<file path="src/rtl/acc_va_check.sv">
// Module acc_va_check
// Compares VC allocator grants against each other and against the reservation
// record, and owns that record. Grant layout: bit ovc*NIVC + ivc.
// Assumes the top reports whether the whole cycle was clean (cycle_ok), since
// grants of a cancelled cycle must not reserve anything.
module acc_va_check #(
    parameter int NOVC = 10,
    parameter int NIVC = 10
) (
    input  logic                 clk,
    input  logic                 rst_n,
    input  logic [NOVC*NIVC-1:0] va_gnt,
    input  logic [NOVC-1:0]      ovc_release,
    input  logic                 cycle_ok,
    output logic                 dup_hit,
    output logic                 resv_hit,
    output logic [NOVC-1:0]      resv_state
);
    localparam logic [NIVC-1:0] ONE = NIVC'(1);

    logic [NOVC-1:0] ovc_any;    // output VC received at least one grant
    logic [NOVC-1:0] ovc_multi;  // output VC received two or more grants
    logic [NOVC-1:0] ovc_clash;  // output VC granted while reserved
    logic [NOVC-1:0] resv_q;

    for (genvar o = 0; o < NOVC; o++) begin : g_ovc
        logic [NIVC-1:0] row;
        assign row          = va_gnt[o*NIVC +: NIVC];
        assign ovc_any[o]   = |row;
        assign ovc_multi[o] = |(row & (row - ONE));
        assign ovc_clash[o] = ovc_any[o] & resv_q[o];
    end

    // Reduce per-output-VC results to the two fault classes.
    always_comb begin
        dup_hit  = |ovc_multi;
        resv_hit = |ovc_clash;
    end

    // Reservation record: release frees, a grant in a clean cycle reserves.
    always_ff @(posedge clk) begin
        if (!rst_n) begin
            resv_q <= '0;
        end else begin
            resv_q <= (resv_q & ~ovc_release) | (cycle_ok ? ovc_any : '0);
        end
    end

    assign resv_state = resv_q;
endmodule

</file>
<file path="config.mk">
export PLATFORM = sky130hd
export DESIGN_NAME = acc_va_check
export DESIGN_NICKNAME = d
export VERILOG_FILES = /design/src/rtl/acc_va_check.sv
export SDC_FILE = /design/constraint.sdc
export NUM_CORES = 1
export LEC_CHECK = 0
export ABC_AREA = 1
export BUFFER_PORTS_ARGS = -buffer_cell sky130_fd_sc_hd__clkbuf_2
export CORE_MARGIN = 2
export CORE_UTILIZATION = 46
export DETAILED_ROUTE_END_ITERATION = 8
export PLACE_DENSITY = 0.85
export SYNTH_ARGS = -nofsm -noshare
export SYNTH_HDL_FRONTEND = slang
export SYNTH_SLANG_ARGS = --single-unit
</file>
<file path="constraint.sdc">
create_clock -name clk -period 2.4 [get_ports clk]
set_clock_uncertainty 0.1 [all_clocks]
set_input_delay 0.48 -clock clk [delete_from_list [all_inputs] [get_ports clk]]
set_output_delay 0.48 -clock clk [all_outputs]
set_load 0.02 [all_outputs]
</file>
==> reports/results.txt, run 1 <==
Clk buf depth: 2
Worst-skew pair later-pin latency: 230 ps
Mean post-synth cell area: 4.593 um^2
Max Slew Vio Count: 0
Commonest cells post-synth: nand2_1 (159), nor2_1 (91), inv_1 (48), o21ai_0 (28), nand3_1 (22)
Initial Util: 47.41%
Sw Pwr: 0.2724 mW
Share of the synthesized area in the top cell type: 31.93%
First-pass GRT wire length: 9.273 mm
Power per cell area: 261.6 nW/um^2
Status: finished clean
Vias per cell: 4.829
Worst setup path start: va_gnt[40]
Final Cycle Share: 95.79%
Cell variety after synth: 18
Antenna violations before repair: 0
Worst Path Arrival: 1720 ps
Clock power frac: 24.5%
Crit end category: output port
Vias post-DR: 2,820
Layout fillers: 390
Std-Cell Rows: 23
Pint: 0.4349 mW
Worst vdd ir: 0.2917 mV
Yosys top cell by area: nand2_1
Syn Inst Count: 407
Largest net degree at the start of global routing: 11
Asr flop ratio synth: 0%
N_diodes: 0
Clock sink count: 10
Routed WL: 6.343 mm
Worst R2R End: resv_state[7]
HP Class: flop to flop
Nets: 649
Slew margin rel.: 81.13%
Pwr Total: 0.7073 mW
# IOs: 125
DIE HEIGHT: 67.75 um
RSZ-0062 raised after global routing: true
CTS root buf: clkbuf_8
Max reg flops: 10
Syn Nets: 520
Share of power burned in registers: 26.3%
Fmax: 0.4350 GHz
Max-Cap Viols: 0
DP Wirelength: 5.460 mm
DRT Pass-1 Iters: 8
Fin crit period: 2299 ps
Full die area: 4589 um^2
CP startpoint kind: input pin
WS Path Type: input pin to output port
CTS buffer count: 3
Ranking of synthesized cells by area: nand2_1 (32%), nor2_1 (18%), dfxtp_1 (11%)
Main synth FF type: dfxtp_1
Final Non-Filler Cells: 584
Reg2reg start: resv_state[7]
Setup-violating endpoint count in the final report: 0
Area growth syn-to-layout: 44.65%
Yosys reg bits: 10
Data required, critical path: 1820 ps
TritonCTS clock tree: built
Gate power share: 49.2%
1st-iter DRT viols: 116
Die width: 67.75 um
IO buf count: 124
Global route total overflow: 0
Share of layout cells above drive strength 1: 30.71%
Hold Fails Final Rpt: 0
Setup TNS: 0 ps
Most frequent cell after synthesis: nand2_1
Mapped cell area: 1869 um^2
Hold bufs inserted after CTS: 0
Tightest Pin Transition: 281.3 ps
Final ANT Viol Nets: 0
DRC Markers: 0
GRT Total Usage: 25.91%
RD Place Congestion: 0.8593
Avg WL per Cell: 10.86 um
Core footprint: 3943 um^2
# H-tree levels: 1
Cells on worst reg2reg path: 2
P_leak: 1.513 nW
R2R Setup Slk: 1620 ps
Crit-path max FO: 3
Vias in the first global route: 2,364
Synth warnings: 0
CP Capture Point: dup_hit
Post-synth EDFFs: 0
Placed cell count: 580
Sw frac: 38.52%
Sequential element share of the synthesized area: 10.71%
Clock slew seen by the registers of the worst setup and hold paths: 50 ps
logic make-up (layout without fill, tap and decap cells):
group,count (synthesis),in the layout,synth area share (%)
AOI/OAI and AO/OA,47,47,13.25
buffers and inverters,50,177,10.04
DFF,10,10,10.71
and+or+nand+nor,300,300,66.00
cell usage in the layout (no fill, tap or decap), types with 3 or more instances in the layout:
cell / Yosys / final
clkbuf_2: 0 / 122
nand4_1: 4 / 4
clkbuf_8: 0 / 3
nor2_2: 9 / 16
nand3_1: 22 / 17
or2_1: 7 / 7
o21ai_0: 28 / 19
nand3_2: 0 / 5
or2_2: 3 / 3
nand2_1: 159 / 157
nor2_4: 2 / 7
dfxtp_1: 10 / 10
nand2_2: 2 / 3
nor2_1: 91 / 79
inv_1: 48 / 48
o21ai_1: 0 / 9
a21oi_1: 14 / 13
how the worst min path moves through the flow:
| stage | start | endpoint | slack (ps) | cells after the start |
|---|---|---|---|---|
| floorplan | resv_state[0] | resv_state[0] | 450 | 2 |
| global placement | resv_state[3] | resv_state[3] | 370 | 2 |
| detailed placement | resv_state[3] | resv_state[3] | 370 | 2 |
| CTS | resv_state[3] | resv_state[3] | 380 | 2 |
| global route | ovc_release[1] | resv_state[1] | 410 | 4 |
| finish | resv_state[3] | resv_state[3] | 380 | 2 |
power groups by stage:
stage          sequential [mW]  clock, mW  combinational (mW)
3_3_place_gp             0.189          0               0.316
5_1_grt                  0.187      0.190               0.389
2_1_floorplan            0.202          0               0.147
3_5_place_dp             0.189          0               0.323
4_1_cts                  0.186      0.176               0.325
6_report                 0.186      0.173               0.348
worst max-delay path: stages:
cell	delay (ps)
clkbuf_2	120
nor2_4	140
nand2_2	80
nor2_2	100
nand2_1	70
a21boi_0	150
nand2_1	80
nor2_2	120
nand2_1	60
nor2_1	100
nand2_1	70
clkbuf_2	150
metal layers:
layer / track usage (%) / vias to the layer above / routed length (um)
met5: 0 / - / 0
met3: 3.500 / 8 / 469
met1: 30.59 / 1179 / 2644
met2: 50.12 / 117 / 3144
li1: - / 1516 / -
met4: 3.061 / 0 / 84
final cells by class:
cell class,count,area [um^2],area share (%)
timing repair buffer,125,640.6,23.69
sequential,10,200.2,7.404
inverter,49,183.9,6.802
tap,50,62.56,2.314
multi-input combinational,347,1575,58.26
clock buffer,3,41.29,1.527
through the flow:
step,hold WS [ps],setup WS (ps),cell area [um^2],util [%]
2_1_floorplan,451.7,403.6,1869,-
3_3_place_gp,370.3,93.69,2549,64.65
3_5_place_dp,374.4,61.39,2549,64.65
4_1_cts,381.1,61.28,2590,65.69
5_1_grt,411.9,-34.65,2704,68.58
6_report,377.4,101.1,2704,68.58
timing repair:
| item | in CTS | in global routing |
|---|---|---|
| buffers inserted | 0 | 1 |
| setup endpoints to repair | 0 | 2 |
| endpoints found under the hold margin | 0 | 0 |
| resized for setup | 0 | 43 |
No activity file was read; power rests on OpenSTA's default activity.
==> run 2, diff against run 1 <==
BUFFER_PORTS_ARGS = default   (was -buffer_cell sky130_fd_sc_hd__clkbuf_2)
DONT_BUFFER_PORTS = 1   (was default)
PLACE_DENSITY = 0.59   (was 0.85)
==> run 2 against run 1 <==
Die area stayed put. Final area is 27% lower. Register-to-register slack worse by 90 ps. Utilization is 19 points lower. Sequential power is 8% higher. Flip-flop and latch count stayed put. Critical path type unchanged. Highest routed layer unchanged.
==> reports/results.txt, run 2 (synthesis results as in run 1) <==
Status: finished clean
Met2 GRT Util: 38.73%
Vias post-DR: 2,311
Clk buf depth: 2
CP startpoint kind: input pin
1st-iter DRT viols: 102
Final Cycle Share: 90.71%
CTS root buf: clkbuf_8
Cell class contributing the biggest share of worst-path delay: simple AND/OR/NAND/NOR gates
Fin util: 49.95%
Cells on worst reg2reg path: 2
P_leak: 0.9754 nW
Area post-placement: 1928 um^2
WS Path Type: input pin to output port
Sw frac: 35.06%
HP Class: input pin to flop
Die width: 67.75 um
R2R Setup Slk: 1530 ps
Core footprint: 3943 um^2
CTS buffer count: 3
Hold_sp: cycle_ok
Pint: 0.3592 mW
Share of layout cells above drive strength 1: 4.645%
Max Slew Vio Count: 0
DIE HEIGHT: 67.75 um
Nets: 524
Global route total overflow: 0
IO buf count: 0
Tightest Pin Transition: 285.0 ps
Area growth syn-to-layout: 5.355%
DRC Markers: 0
Min-Delay Path Depth: 2
Avg WL per Cell: 11.95 um
RD Place Congestion: 0.8685
# IOs: 125
Setup TNS: 0 ps
Hold bufs inserted after CTS: 0
Largest net degree at the start of global routing: 11
GR Layer Usage met1: 28.81%
Worst-skew pair later-pin latency: 240 ps
Fin crit period: 2177 ps
Worst R2R End: resv_state[3]
Crit end category: output port
Gate power share: 32.0%
Crit-path max FO: 5
Worst setup path start: va_gnt[81]
Pwr Total: 0.5531 mW
Busiest grt layer: met2
Most frequent cells in the layout: nand2_1 (159), nor2_1 (91), inv_1 (48)
Initial Util: 47.41%
Worst vdd ir: 0.1686 mV
Hold EP: resv_state[2]
Fmax: 0.4594 GHz
Worst Path Arrival: 1600 ps
# H-tree levels: 1
Commonest non-fill, non-tap cell in the layout: nand2_1
Critical Path Max Stage Delay: 170 ps
Hold Fails Final Rpt: 0
DP Wirelength: 4.918 mm
First-pass GRT wire length: 8.142 mm
Min Hold Slack: 282.8 ps
Layout fillers: 472
Vias per cell: 5.035
Std-Cell Rows: 23
Data required, critical path: 1820 ps
Clock sink count: 10
CP most frequent cell: nor2_1
Worst path bufs/invs: 0
Design area: 1969 um^2
Power per cell area: 280.9 nW/um^2
Share of power burned in registers: 36.3%
Antenna violations before repair: 0
Sw Pwr: 0.1939 mW
TritonCTS clock tree: built
GRT Total Usage: 23.49%
RSZ-0062 raised after global routing: false
Slew margin rel.: 80.88%
Critical-path top delay cell: nor2_2
Clock power frac: 31.7%
DRT Pass-1 Iters: 4
Clock slew seen by the registers of the worst setup and hold paths: 50 ps
Max reg flops: 10
Full die area: 4589 um^2
Setup-violating endpoint count in the final report: 0
Routed WL: 5.483 mm
Vias in the first global route: 2,058
Final ANT Viol Nets: 0
Max-Cap Viols: 0
Reg2reg start: resv_state[3]
M3 GR Usage: 6.833%
N_diodes: 0
CP cell instances: nor2_2 -> nand3_1 -> nor2_1 -> nor2_1 -> nor2_1 -> nand2_1 -> nor2_1 -> nand2_1 -> nor2_1 -> nand2_1
[run 2: cell count changes in the layout (fill, tap and decap cells not counted), sizes merged]
cell,change
clkbuf,-122
buf,-3
[run 2: timing repair]
action,4_1_cts,5_1_grt
buffers inserted,0,0
gates resized for setup,0,1
setup endpoints to repair,0,1
[run 2: routing by layer]
layer,routed length (um),vias to the layer above
li1,-,1256
met1,2298,943
met2,2419,99
met3,641,13
met4,123,0
met5,0,-
[run 2: final cells by class]
cell class                      instances  area [um^2]  area share, %
Tap cell                               50        62.56          3.177
Multi-Input combinational cell        347         1481          75.22
Inverter                               49        183.9          9.339
Clock buffer                            3        41.29          2.097
Sequential cell                        10        200.2          10.17
[run 2: worst max path at each step]
stage                     endpoint  cells after the start
after floorplan           resv_hit                      8
after global placement     dup_hit                     10
after detailed placement   dup_hit                     10
after CTS                  dup_hit                     10
after global routing       dup_hit                     10
final                      dup_hit                     10
[run 2: power by group through the flow]
stage                     clock (mW)  sequential (mW)  combinational, mW
after floorplan                    0            0.202              0.147
after global placement             0            0.204              0.174
after detailed placement           0            0.204              0.176
after CTS                      0.180            0.201              0.177
after global routing           0.186            0.202              0.209
final                          0.175            0.201              0.177
[run 2: through the flow]
| step | std cells | worst slack, ps |
|---|---|---|
| after floorplan | 407 | 403.6 |
| after global placement | 456 | 225.7 |
| after detailed placement | 456 | 213.3 |
| after CTS | 459 | 222.5 |
| after global routing | 459 | 57.56 |
| final | 459 | 223.1 |
[run 2: worst register-to-register path, delay by kind of cell (launching register included)]
kind	cells	cell delay, ps
flops	1	460
simple gates	1	90
compound gates	1	150
